### config.mk
export PLATFORM = sky130hd
export DESIGN_NAME = audio_ser_rx
export DESIGN_NICKNAME = d
export VERILOG_FILES = /design/src/rtl/ars_pkg.sv /design/src/rtl/ars_slot_tracker.sv /design/src/rtl/ars_word_shifter.sv /design/src/rtl/ars_frame_pack.sv /design/src/rtl/audio_ser_rx.sv
export SDC_FILE = /design/constraint.sdc
export NUM_CORES = 1
export LEC_CHECK = 0
export BUFFER_PORTS_ARGS = -buffer_cell sky130_fd_sc_hd__buf_2
export CELL_PAD_IN_SITES_DETAIL_PLACEMENT = 1
export CELL_PAD_IN_SITES_GLOBAL_PLACEMENT = 1
export CORE_MARGIN = 8
export CORE_UTILIZATION = 45
export CTS_CLUSTER_DIAMETER = 100
export DETAILED_ROUTE_END_ITERATION = 7
export PLACE_DENSITY = 0.81
export SKIP_LAST_GASP = 1
export SYNTH_ARGS = -nofsm -noshare
export SYNTH_HDL_FRONTEND = slang
export SYNTH_HIERARCHICAL = 1
export SYNTH_SLANG_ARGS = --single-unit
### constraint.sdc
create_clock -name clk_i -period 3 [get_ports clk_i]
set_clock_uncertainty 0.2 [all_clocks]
set_input_delay 0.75 -clock clk_i [delete_from_list [all_inputs] [get_ports clk_i]]
set_output_delay 0.75 -clock clk_i [all_outputs]
set_load 0.1 [all_outputs]
### src/rtl/ars_pkg.sv
// Package: shared constants and the framing decode for the audio serial receiver.
// Assumes the full sample width is at least the widest short word.
package ars_pkg;

    localparam int unsigned SMP_W   = 24;  // output sample width
    localparam int unsigned SHORT_W = 16;  // shortest LSB-justified word
    localparam int unsigned MID_W   = 20;  // middle LSB-justified word

    typedef enum logic [2:0] {
        FMT_RJ16 = 3'd0,
        FMT_RJ20 = 3'd1,
        FMT_LJ24 = 3'd2,
        FMT_I2S  = 3'd3,
        FMT_RJ24 = 3'd4
    } fmt_e;

    // Map the raw select onto a framing; unused codes fall back to the default.
    function automatic fmt_e decode_fmt(input logic [2:0] code);
        case (code)
            3'd0:    return FMT_RJ16;
            3'd1:    return FMT_RJ20;
            3'd3:    return FMT_I2S;
            3'd4:    return FMT_RJ24;
            default: return FMT_LJ24;
        endcase
    endfunction

endpackage

### src/rtl/ars_slot_tracker.sv
// Slot tracker: finds frame-clock changes and numbers the slots within a half.
// Assumes the frame clock is steady at every rising edge of clk_i.
// The first cycle after reset only loads the previous level, so the level
// present at reset release is never mistaken for a change.
module ars_slot_tracker #(
    parameter int unsigned CNT_W = 6
) (
    input  logic             clk_i,
    input  logic             rst_ni,
    input  logic             lrclk_i,
    output logic             edge_o,
    output logic             full_o,
    output logic             lr_prev_o,
    output logic [CNT_W-1:0] slot_o
);

    localparam logic [CNT_W-1:0] CNT_MAX = '1;

    logic             primed_q;
    logic             synced_q;
    logic             lr_q;
    logic [CNT_W-1:0] cnt_q;

    // A change is only valid once a previous level has been loaded.
    assign edge_o    = primed_q && (lrclk_i != lr_q);
    assign full_o    = edge_o && synced_q;
    assign lr_prev_o = lr_q;
    assign slot_o    = edge_o ? '0 : cnt_q;

    // Track the previous level, the sync state and the saturating slot count.
    always_ff @(posedge clk_i) begin
        if (!rst_ni) begin
            primed_q <= 1'b0;
            synced_q <= 1'b0;
            lr_q     <= 1'b0;
            cnt_q    <= '0;
        end else begin
            primed_q <= 1'b1;
            lr_q     <= lrclk_i;
            if (edge_o) begin
                synced_q <= 1'b1;
                cnt_q    <= {{(CNT_W-1){1'b0}}, 1'b1};
            end else if (cnt_q != CNT_MAX) begin
                cnt_q    <= cnt_q + 1'b1;
            end
        end
    end

endmodule

### src/rtl/ars_word_shifter.sv
// Word shifter: collects serial bits and gives out the aligned word of the
// half that has just ended. LSB-justified words are read from the tail of the
// shift register at the half boundary. MSB-first windows are snapshotted as
// soon as their last slot arrives.
module ars_word_shifter
    import ars_pkg::*;
#(
    parameter int unsigned CNT_W = 6
) (
    input  logic             clk_i,
    input  logic             rst_ni,
    input  logic             sdata_i,
    input  logic [CNT_W-1:0] slot_i,
    input  fmt_e             fmt_i,
    output logic [SMP_W-1:0] word_o
);

    localparam logic [CNT_W-1:0] LJ_LAST  = CNT_W'(SMP_W - 1);
    localparam logic [CNT_W-1:0] I2S_LAST = CNT_W'(SMP_W);

    logic [SMP_W-1:0] sh_q;
    logic [SMP_W-1:0] snap_q;
    logic             snap_en;

    // Snapshot when the last bit of an MSB-first window is being sampled.
    assign snap_en = ((fmt_i == FMT_LJ24) && (slot_i == LJ_LAST)) ||
                     ((fmt_i == FMT_I2S)  && (slot_i == I2S_LAST));

    // Shift every bit in and keep the MSB-first snapshot.
    always_ff @(posedge clk_i) begin
        if (!rst_ni) begin
            sh_q   <= '0;
            snap_q <= '0;
        end else begin
            sh_q <= {sh_q[SMP_W-2:0], sdata_i};
            if (snap_en) begin
                snap_q <= {sh_q[SMP_W-2:0], sdata_i};
            end
        end
    end

    // Select and left-align the word for the half that closes at this edge.
    always_comb begin
        case (fmt_i)
            FMT_RJ16: word_o = {sh_q[SHORT_W-1:0], {(SMP_W-SHORT_W){1'b0}}};
            FMT_RJ20: word_o = {sh_q[MID_W-1:0],   {(SMP_W-MID_W){1'b0}}};
            FMT_RJ24: word_o = sh_q;
            default:  word_o = snap_q;
        endcase
    end

endmodule

### src/rtl/ars_frame_pack.sv
// Frame pack: holds the left word and publishes the stereo pair with a single
// strobe once the matching right half has closed.
// Assumes full_i is raised only for halves that were seen from start to end.
module ars_frame_pack
    import ars_pkg::*;
(
    input  logic             clk_i,
    input  logic             rst_ni,
    input  logic             full_i,
    input  logic             lr_prev_i,
    input  fmt_e             fmt_i,
    input  logic [SMP_W-1:0] word_i,
    output logic [SMP_W-1:0] left_o,
    output logic [SMP_W-1:0] right_o,
    output logic             valid_o
);

    logic             left_lvl;
    logic             was_left;
    logic             have_left_q;
    logic [SMP_W-1:0] left_hold_q;

    // The I2S framing uses a low frame clock for the left channel.
    assign left_lvl = (fmt_i != FMT_I2S);
    assign was_left = (lr_prev_i == left_lvl);

    // Store the left word; publish it together with the right word.
    always_ff @(posedge clk_i) begin
        if (!rst_ni) begin
            have_left_q <= 1'b0;
            left_hold_q <= '0;
            left_o      <= '0;
            right_o     <= '0;
            valid_o     <= 1'b0;
        end else begin
            valid_o <= 1'b0;
            if (full_i) begin
                if (was_left) begin
                    left_hold_q <= word_i;
                    have_left_q <= 1'b1;
                end else begin
                    have_left_q <= 1'b0;
                    if (have_left_q) begin
                        left_o  <= left_hold_q;
                        right_o <= word_i;
                        valid_o <= 1'b1;
                    end
                end
            end
        end
    end

endmodule

### src/rtl/audio_ser_rx.sv
// Top level: multi-format stereo serial audio receiver clocked by the bit clock.
// Assumes the frame clock and data are steady at each rising clock edge and that
// the format select changes only while no frame of interest is in flight.
module audio_ser_rx
    import ars_pkg::*;
#(
    parameter int unsigned CNT_W = 6
) (
    input  logic             clk_i,
    input  logic             rst_ni,
    input  logic             lrclk_i,
    input  logic             sdata_i,
    input  logic [2:0]       fmt_i,
    output logic [SMP_W-1:0] left_o,
    output logic [SMP_W-1:0] right_o,
    output logic             valid_o
);

    fmt_e             fmt;
    logic             lr_edge;
    logic             half_full;
    logic             lr_prev;
    logic [CNT_W-1:0] slot;
    logic [SMP_W-1:0] word;

    assign fmt = decode_fmt(fmt_i);

    ars_slot_tracker #(.CNT_W(CNT_W)) tracker_i (
        .clk_i     (clk_i),
        .rst_ni    (rst_ni),
        .lrclk_i   (lrclk_i),
        .edge_o    (lr_edge),
        .full_o    (half_full),
        .lr_prev_o (lr_prev),
        .slot_o    (slot)
    );

    ars_word_shifter #(.CNT_W(CNT_W)) shifter_i (
        .clk_i   (clk_i),
        .rst_ni  (rst_ni),
        .sdata_i (sdata_i),
        .slot_i  (slot),
        .fmt_i   (fmt),
        .word_o  (word)
    );

    ars_frame_pack pack_i (
        .clk_i     (clk_i),
        .rst_ni    (rst_ni),
        .full_i    (half_full),
        .lr_prev_i (lr_prev),
        .fmt_i     (fmt),
        .word_i    (word),
        .left_o    (left_o),
        .right_o   (right_o),
        .valid_o   (valid_o)
    );

    // The tracker's raw edge flag is consumed only through half_full.
    logic unused_edge;
    assign unused_edge = lr_edge;

endmodule

==> metrics <==
I/O Buffers 55; Antenna diodes 0; post-CTS setup buffer count 0; R2R Path End shifter_i/snap_q[2]$_SDFFE_PN0P_; CP Class in2reg; grt peak-use layer met2; Crit. End Element register; clock tree buffer depth 2; drt wl/cell ~17 um; CORE AREA 11900 um^2; worst skew pair latency 0.41 ns; RR Startpoint tracker_i/lr_prev_o$_SDFF_PN0_; Max Cap Viol 0; row count 40; I/O pin cnt 56; Residual DRC 0; critical path, cell by cell buf_2, xor2_1, nand2_1, and2_1, nor4bb_1, nand2_1, a2111oi_4, buf_12, mux2i_1; routed wire length 13900 um; chip width 125 um; source of the worst hold timing path pack_i/left_o[8]$_SDFFE_PN0P_; Layout area overhead 20.1%; setup violators final 0; worst stage delay on the critical path 0.37 ns; Iteration-0 DRC Markers 219; Syn Inst Count 589; total power just over 4 mW; largest net degree at the start of global routing 75; CTS Root Cell clkbuf_16; met2 GRT Util slightly above 30%; Slowest-stage cell, CP a2111oi_4; Die H 125 um; Warnings, synthesis 6; Initial Utilization 45.4%; post-DP HPWL a little under 9000 um; Non-Filler Instances 800; Final min period between 2 and 3 ns; setup_tns 0 ns; Final Hold Vio Count 0; number of global-route vias before repair 4495; pwr/cell area around 640 nW/um^2; # hold bufs at CTS 0; Bufs and invs on worst path 2; die area 15700 um^2; hold endpoint pack_i/left_o[8]$_SDFFE_PN0P_; Min-Delay Path Depth 2; Nets 648; Max Clk Rate between 300 and 400 MHz; Fin Hold WS 0.253 ns; status finished, final reports clean; worst-case reg-to-reg path depth 8; Num CTS Buffers 17; ANT nets after route 0; CP dominant cell by count nand2_1; DR vias 4211; initial antenna violation count 0; Worst EP arrival 2.86 ns; Total GRT Usage 17.8%; Critical Path Fanout Max 24; first-pass iteration count of the detailed router 4; share of cells above drive strength 1 between 10% and 20%; H-tree depth 4; startpoint types input port; delay-heaviest family, CP simple AND/OR/NAND/NOR gates; first-pass GRT wire length 22900 um; fin crit share a little over 90%; Hold WC Path Type reg2reg; Leak Pwr between 2 and 3 nW; unrepaired setup endpoints after global routing no; Clk pin slew, worst setup/hold paths approximately 0.060 ns; peak supply drop 0.392 mV; CTS tree yes; GR Util met1 20.7%; Slew headroom 66.8%; RD Place Congestion 0.757; synthesized net count 597; Worst R2R Setup Slack 0.27 ns; post-cts repair resize count 0; grt met3 use 5.01%; worst slew pin tran around 0.50 ns; Post-Syn Area roughly 5400 um^2; vias per inst ~5.3; Placed Cells 768; total congestion overflow 0; Clock Sinks ~130; syn_area_per_cell around 9.2 um^2; CP required 3.13 ns; Pins Over Slew Limit 0
==> stage by stage <==
step           util [%]  area [um^2]  worst slack (ns)
6_report           54.6         6480             0.261
5_1_grt            54.6         6480             0.148
4_1_cts            54.6         6480             0.345
3_5_place_dp       49.1         5830            -0.147
3_3_place_gp       49.1         5830            0.0925
2_1_floorplan         -         5390             0.183
==> how the worst max path moves through the flow <==
stage | start | cells past startpoint | to
after floorplan | lrclk_i | 8 | shifter_i/snap_q[10]$_SDFFE_PN0P_
after global placement | lrclk_i | 9 | shifter_i/snap_q[20]$_SDFFE_PN0P_
after detailed placement | lrclk_i | 9 | shifter_i/snap_q[12]$_SDFFE_PN0P_
after CTS | tracker_i/lr_prev_o$_SDFF_PN0_ | 8 | shifter_i/snap_q[12]$_SDFFE_PN0P_
after global routing | tracker_i/lr_prev_o$_SDFF_PN0_ | 8 | shifter_i/snap_q[2]$_SDFFE_PN0P_
final | lrclk_i | 9 | shifter_i/snap_q[2]$_SDFFE_PN0P_
==> state kept, by name (all words and copies together), names as in the netlist <==
register	count
tracker_i/lr_prev_o	1
tracker_i/primed_q	1
tracker_i/cnt_q	6
pack_i/valid_o	1
tracker_i/synced_q	1
pack_i/right_o	24
pack_i/have_left_q	1
pack_i/left_hold_q	24
shifter_i/snap_q	24
shifter_i/sh_q	24
pack_i/left_o	24
==> layout by cell type, fill, tap and decap left out, drive strengths merged, types with 2 or more instances in the layout <==
cell type  instances
a21o               2
nand2            171
clkinvlp           2
buf               67
nor2              18
inv               26
clkinv             5
mux2i            114
nor3b              2
a22oi              4
nand3              7
bufinv             5
xor2               2
a21oi             19
clkbuf            19
o21ai             23
nor2b              5
and2               9
a31oi              2
a22o               4
dfxtp            131
==> worst min-delay path: cells and delay by family, from the launching register on <==
kind | cells | cell delay (ns)
multiplexers | 1 | 0.05
AND/OR/NAND/NOR | 1 | 0.05
flip-flops | 1 | 0.30
==> routing by layer <==
layer	wire length [um]	share of wire, %
met3	506	3.7
met1	6250	45
met2	6950	50
met4	149	1.1
met5	0	0
==> where the power goes <==
group / switching, mW / leakage, nW / internal (mW)
sequential: 0.0106 / 1.06 / 1.75
clock: 0.767 / 0.313 / 1.50
combinational: 0.0887 / 1.19 / 0.0427
total: 0.866 / 2.56 / 3.29
==> final cells by class <==
cell class / instances / area (um^2)
fillers: 1361 / 5390
flip-flops and latches: 131 / 2620
multi-input cells: 398 / 2500
clock buffers: 19 / 443
repair buffers: 67 / 430
clock inverters: 13 / 206
well taps: 147 / 184
inverters: 25 / 93.8
Power figures use the tool's default switching activity.
